`src/rtl/txf_pkg.sv`:
```
package txf_pkg;
  typedef enum logic [1:0] {
    ST_STARVING  = 2'b00,
    ST_HUNGRY    = 2'b01,
    ST_SATISFIED = 2'b10
  } fifoStat_e;

  typedef struct packed {
    logic push;
    logic pop;
    logic flush;
  } fifoCmd_t;
endpackage

```
`src/rtl/txf_datapath.sv`:
```
module txf_datapath
  import txf_pkg::*;
#(
  parameter int DW    = 16,
  parameter int DEPTH = 16,
  localparam int AW   = $clog2(DEPTH),
  localparam int CW   = AW + 1
) (
  input  logic          clk,
  input  logic          rstN,
  input  fifoCmd_t      cmd,
  input  logic [DW-1:0] wrData,
  input  logic          wrSop,
  input  logic          wrEop,
  output logic [DW-1:0] headData,
  output logic          headSop,
  output logic          headEop,
  output logic [CW-1:0] count,
  output logic          empty,
  output logic          full
);
  localparam int EW = DW + 2;

  logic [EW-1:0] store [DEPTH];
  logic [CW-1:0] wrPtr, rdPtr;
  logic [EW-1:0] headWord;

  initial begin
    if ((1 << AW) != DEPTH) $display("txf_datapath: DEPTH must be a power of two");
  end

  always_ff @(posedge clk) begin
    if (cmd.push) store[wrPtr[AW-1:0]] <= {wrSop, wrEop, wrData};
  end

  always_ff @(posedge clk or negedge rstN) begin
    if (!rstN) begin
      wrPtr <= '0;
      rdPtr <= '0;
    end else if (cmd.flush) begin
      wrPtr <= '0;
      rdPtr <= '0;
    end else begin
      if (cmd.push) wrPtr <= wrPtr + CW'(1);
      if (cmd.pop)  rdPtr <= rdPtr + CW'(1);
    end
  end

  assign count    = wrPtr - rdPtr;
  assign empty    = (count == '0);
  assign full     = (count == CW'(DEPTH));
  assign headWord = store[rdPtr[AW-1:0]];
  assign headSop  = headWord[EW-1];
  assign headEop  = headWord[EW-2];
  assign headData = headWord[DW-1:0];

  a_r3_flush_empties: assert property (@(posedge clk) disable iff (!rstN)
    $past(cmd.flush) |-> empty);

  a_r8_no_overflow: assert property (@(posedge clk) disable iff (!rstN)
    full |-> !cmd.push);
endmodule

```
`src/rtl/txf_ctrl.sv`:
```
module txf_ctrl
  import txf_pkg::*;
#(
  parameter int DW = 16,
  parameter int CW = 5
) (
  input  logic          clk,
  input  logic          rstN,
  input  logic          drainReq,
  input  logic          linkUp,
  input  logic [CW-1:0] aeThresh,
  input  logic [CW-1:0] afThresh,
  input  logic          wrValid,
  input  logic [CW-1:0] count,
  input  logic          empty,
  input  logic          full,
  input  logic [DW-1:0] headData,
  input  logic          headSop,
  input  logic          headEop,
  input  logic          txReady,
  output fifoCmd_t      cmd,
  output logic          txValid,
  output logic [DW-1:0] txData,
  output logic          txSop,
  output logic          txEop,
  output logic          txErr,
  output logic [1:0]    fifoStatus
);
  logic [1:0] drainSync;
  logic       drainActive;
  logic       inFrame;
  logic       abortQ;
  logic       normalBeat;
  fifoStat_e  statNow;

  always_ff @(posedge clk or negedge rstN) begin
    if (!rstN) drainSync <= '0;
    else       drainSync <= {drainSync[0], drainReq};
  end
  assign drainActive = drainSync[1];

  assign normalBeat = !abortQ && !drainActive && !empty;

  always_ff @(posedge clk or negedge rstN) begin
    if (!rstN) begin
      abortQ  <= 1'b0;
      inFrame <= 1'b0;
    end else begin
      if (abortQ && txReady)         abortQ <= 1'b0;
      else if (drainActive && inFrame) abortQ <= 1'b1;

      if (drainActive)                  inFrame <= 1'b0;
      else if (normalBeat && txReady) begin
        if (headEop)      inFrame <= 1'b0;
        else if (headSop) inFrame <= 1'b1;
      end
    end
  end

  always_comb begin
    cmd.flush = drainActive;
    cmd.push  = wrValid && !full && !drainActive;
    cmd.pop   = normalBeat && txReady;
  end

  assign txValid = abortQ || normalBeat;
  assign txData  = abortQ ? '0 : headData;
  assign txSop   = !abortQ && headSop;
  assign txEop   = abortQ || headEop;
  assign txErr   = abortQ;

  always_comb begin
    if (drainActive)           statNow = ST_STARVING;
    else if (!linkUp)          statNow = ST_SATISFIED;
    else if (count >= afThresh) statNow = ST_SATISFIED;
    else if (count < aeThresh) statNow = ST_STARVING;
    else                       statNow = ST_HUNGRY;
  end
  assign fifoStatus = statNow;

  a_r3_drain_starving: assert property (@(posedge clk) disable iff (!rstN)
    ($past(drainReq, 2) && $past(drainReq)) |-> (fifoStatus == ST_STARVING));

  a_r9_no_code3: assert property (@(posedge clk) disable iff (!rstN)
    fifoStatus != 2'b11);

  a_r2_hold_beat: assert property (@(posedge clk) disable iff (!rstN)
    (txValid && !txReady && !txErr && !drainSync[0]) |=> (txValid && $stable(txData)));
endmodule

```
`src/rtl/tx_drain_fifo.sv`:
```
module tx_drain_fifo
  import txf_pkg::*;
#(
  parameter int DW    = 16,
  parameter int DEPTH = 16,
  localparam int CW   = $clog2(DEPTH) + 1
) (
  input  logic          clk,
  input  logic          rstN,
  input  logic          drainReq,
  input  logic          linkUp,
  input  logic [CW-1:0] aeThresh,
  input  logic [CW-1:0] afThresh,
  input  logic          wrValid,
  input  logic [DW-1:0] wrData,
  input  logic          wrSop,
  input  logic          wrEop,
  input  logic          txReady,
  output logic          txValid,
  output logic [DW-1:0] txData,
  output logic          txSop,
  output logic          txEop,
  output logic          txErr,
  output logic [1:0]    fifoStatus
);
  fifoCmd_t      cmd;
  logic [DW-1:0] headData;
  logic          headSop, headEop;
  logic [CW-1:0] count;
  logic          empty, full;

  txf_datapath #(.DW(DW), .DEPTH(DEPTH)) u_dp (
    .clk(clk), .rstN(rstN), .cmd(cmd),
    .wrData(wrData), .wrSop(wrSop), .wrEop(wrEop),
    .headData(headData), .headSop(headSop), .headEop(headEop),
    .count(count), .empty(empty), .full(full)
  );

  txf_ctrl #(.DW(DW), .CW(CW)) u_ctrl (
    .clk(clk), .rstN(rstN), .drainReq(drainReq), .linkUp(linkUp),
    .aeThresh(aeThresh), .afThresh(afThresh), .wrValid(wrValid),
    .count(count), .empty(empty), .full(full),
    .headData(headData), .headSop(headSop), .headEop(headEop),
    .txReady(txReady), .cmd(cmd),
    .txValid(txValid), .txData(txData), .txSop(txSop), .txEop(txEop),
    .txErr(txErr), .fifoStatus(fifoStatus)
  );
endmodule

```
`config.mk`:
```
export PLATFORM = sky130hd
export DESIGN_NAME = tx_drain_fifo
export DESIGN_NICKNAME = d
export VERILOG_FILES = /design/src/rtl/txf_pkg.sv /design/src/rtl/txf_datapath.sv /design/src/rtl/txf_ctrl.sv /design/src/rtl/tx_drain_fifo.sv
export SDC_FILE = /design/constraint.sdc
export NUM_CORES = 1
export LEC_CHECK = 0
export ABC_CLOCK_PERIOD_IN_PS = 6900
export BUFFER_PORTS_ARGS = -buffer_cell sky130_fd_sc_hd__buf_4
export CORE_MARGIN = 2
export CORE_UTILIZATION = 40
export DETAILED_ROUTE_END_ITERATION = 8
export PLACE_DENSITY = 0.55
export SLEW_MARGIN = 20
export SYNTH_ARGS = -nofsm -noshare
export SYNTH_HDL_FRONTEND = slang
export SYNTH_SLANG_ARGS = --single-unit
```
`constraint.sdc`:
```
create_clock -name clk -period 6.9 [get_ports clk]
set_input_delay 0.345 -clock clk [delete_from_list [all_inputs] [get_ports clk]]
set_output_delay 0.345 -clock clk [all_outputs]
set_load 0.005 [all_outputs]
```
==> results.yml <==
route:
  num_vias: 6115
  finalWirelength_mm: 27.8
  vias_per_cell: 5.62
  ant_nets: 0
  wire_per_inst_microns: 25.5
  dr.pass1.iters: 5
  dr.first_iter.drc_count: 660
  drc: 0
clock_network:
  cts_made_buffers: 34
  cts_tree: "built"
  worstSkewPairLatency_ns: 0.50
  cts.reportedPaths.clkPinSlew_ns: 0.06
  clock-sinks: 302
  htree_levels: 2
  clock_path_buffers: 3
  cts-root-buf: "clkbuf_16"
  post-cts-setup-buffers: 0
  cts_resized: 0
worst_hold_path:
  min_path_type: "primary input to flip-flop"
synthesis:
  yosysWarnings: 0
  synth.avg_cell_area_sq_um: 20.8
  netlist_top_cells_count: "288 x edfxtp_1, 88 x mux4_2, 21 x nor2b_1"
  synth.most_common_cell: "edfxtp_1"
  synth_edf_count: 288
  netlist_area_sq_um: 12300
  async_flop_share: 0.0464
  synth_cell_type_count: 51
  synthTopCellsByArea: "edfxtp_1 70%, mux4_2 16%, dfrtp_1 2.9%, ha_1 1.6%, nor2b_1 1.1%"
  synthMuxAreaShare: 0.164
  postSynthCellCount: 591
  syn_nets: 642
  synth_compound_area_frac: 0.0235
  yosys.area.top_type_share: 0.705
  synth-seq-cells: 302
  yosys.area_share.simple: 0.0420
  synth_top_family_by_area: "multiplexers"
  yosys.area.top_type: "edfxtp_1"
  ys.flop_type: "edfxtp_1"
  yosys.area_share.xor_xnor: 0.00204
  synth_adder_area_share: 0.0179
  seq_area_frac_synth: 0.733
sta:
  rsz0062_at_grt: "false"
  min_period_over_period: 0.660
  finalMaxSlewViolations: 0
  worst_pin_slew_ns: 1.09
  maxSlewHeadroom: 0.270
  fin_skew_ns: 0.0130
  period_minus_slack_ns: 4.55
  finalHoldViolCount: 0
  tns_ns: 0
  max_freq_mhz: 220
  setup_viol: 0
global_route:
  grt_util_met1: 0.270
  grt.overflow.total: 0
  antenna_found_initial: 0
  grtUsageTotal: 0.180
  grtUsageMet2: 0.278
  grt_util_met3: 0.0299
  grt_pass1_vias: 6433
  grt_pass1_wl_mm: 41.8
  grt_busiest_layer: "met2"
  grt_max_degree: 48
worst_setup_path:
  cp_max_fo: 41
  cp_data_required_time_ns: 7.01
  startpoint_type: "flip-flop"
  cp-end-kind: "flip-flop"
  criticalPathCategory: "flip-flop to flip-flop"
  worstPathArrival_ns: 4.66
finish:
  nets: 720
  final_layout_size_suffix_gt1_frac: 0.313
  antenna_cells: 0
  syn2layout_area_growth_pct: 16.3
  fin_area_sq_um: 14300
job:
  cap_violations: 0
die:
  die_area_sq_um: 32100
  initial_core_util: 0.403
  num_rows: 64
  core_area_sq_um: 30400
  die_h_microns: 179
  ioPinCount: 56
  die-width_microns: 179
placement:
  placed_area_sq_um: 13200
  gp_congestion: 0.774
  hpwlAfterDp_mm: 17.2
  io_buffers: 55
power:
  total_power_mw: 4.21
  ir_drop_mv: 0.166
  p_leak_nw: 4.63
  p_per_area_nw_per_um2: 295
status:
  outcome: "finished clean"
## critical path, stage by stage (launching register included)
cell	delay [ns]
dfrtp_4	0.97
ha_1	0.32
inv_1	0.07
fa_1	0.42
xor2_2	0.31
a211oi_1	0.11
o211ai_1	0.48
nand3_1	0.49
nor2_2	0.97
## cell usage in the layout, fill, tap and decap left out, drive strengths merged, types with 3 or more instances in the layout
| master | netlist | routed |
|---|---|---|
| a21o | 5 | 5 |
| inv | 17 | 19 |
| clkbuf | 12 | 49 |
| a311oi | 3 | 3 |
| nand3 | 14 | 14 |
| nor3 | 7 | 7 |
| nand2 | 15 | 15 |
| nor2 | 12 | 12 |
| dfrtp | 14 | 14 |
| mux4 | 88 | 88 |
| o21ai | 5 | 5 |
| ha | 16 | 16 |
| a22oi | 3 | 3 |
| a21oi | 11 | 11 |
| edfxtp | 288 | 288 |
| buf | 14 | 66 |
| clkinv | 0 | 6 |
| o211ai | 3 | 3 |
| and3 | 6 | 6 |
| or4 | 4 | 4 |
| nor2b | 21 | 21 |
## state kept, by name, indices dropped and copies added (netlist names)
register and count:
u_dp.rdPtr 5, u_dp.store 288, u_dp.wrPtr 5, u_ctrl.drainSync 2, u_ctrl.inFrame 1, u_ctrl.txErr 1
## metrics by stage
stage,hold WS (ns),util,instances,worst slack [ns]
3_3_place_gp,0.210,0.432,1026,2.50
6_report,0.0487,0.469,1089,2.35
5_1_grt,0.0556,0.469,1089,1.96
3_5_place_dp,0.210,0.433,1027,2.28
2_1_floorplan,0.0494,-,591,2.46
4_1_cts,0.0425,0.468,1089,2.28
## timing repair
action | in CTS | in global routing
hold buffers | 2 | 0
endpoints found under the hold margin | 15 | 0
setup endpoints to repair | 0 | 0
## final timing paths
kind	slack, ns	depth (start not counted)	from	end
hold / removal	0.05	2	txReady	u_ctrl.txErr
setup reg to reg	2.35	8	u_dp.rdPtr[0]	u_dp.store[8][5]
min in group asynchronous	0.23	2	rstN	u_ctrl.drainSync[0]
hold reg to reg	0.37	0	u_ctrl.drainSync[0]	u_ctrl.drainSync[1]
max in group asynchronous	6.47	2	rstN	u_dp.rdPtr[0]
setup / recovery	2.35	8	u_dp.rdPtr[0]	u_dp.store[8][5]
## final cells by class
type                            count  area, sq um
Clock inverter                     11         91.3
Sequential cell                   302         9000
Tap cell                          396          495
Multi-Input combinational cell    246         3130
Inverter                           17         63.8
Timing Repair Buffer               68          536
Clock buffer                       49          958
Fill cell                        2536        16100
## report_power, final
group | switching, mW | internal (mW)
logic | 0.227 | 0.226
registers | 0.0370 | 2.03
clock network | 0.684 | 1.01
## cells by family after synthesis
group                    count (synthesis)
AO/OA/AOI/OAI                           42
AND/OR/NAND/NOR                         94
adder cells (fa/ha/maj)                 17
buffers and inverters                   43
flip-flops                             302
XOR/XNOR                                 2
multiplexers                            91
## per-layer routing
| metal | part of all wire | vias to the layer above | wire length, microns |
|---|---|---|---|
| li1 | - | 2616 | - |
| met1 | 0.47 | 3290 | 13000 |
| met2 | 0.47 | 170 | 13100 |
| met3 | 0.046 | 39 | 1290 |
| met4 | 0.016 | 0 | 442 |
| met5 | 0 | - | 0 |
Note: power is estimated with default switching activity, not from simulation.
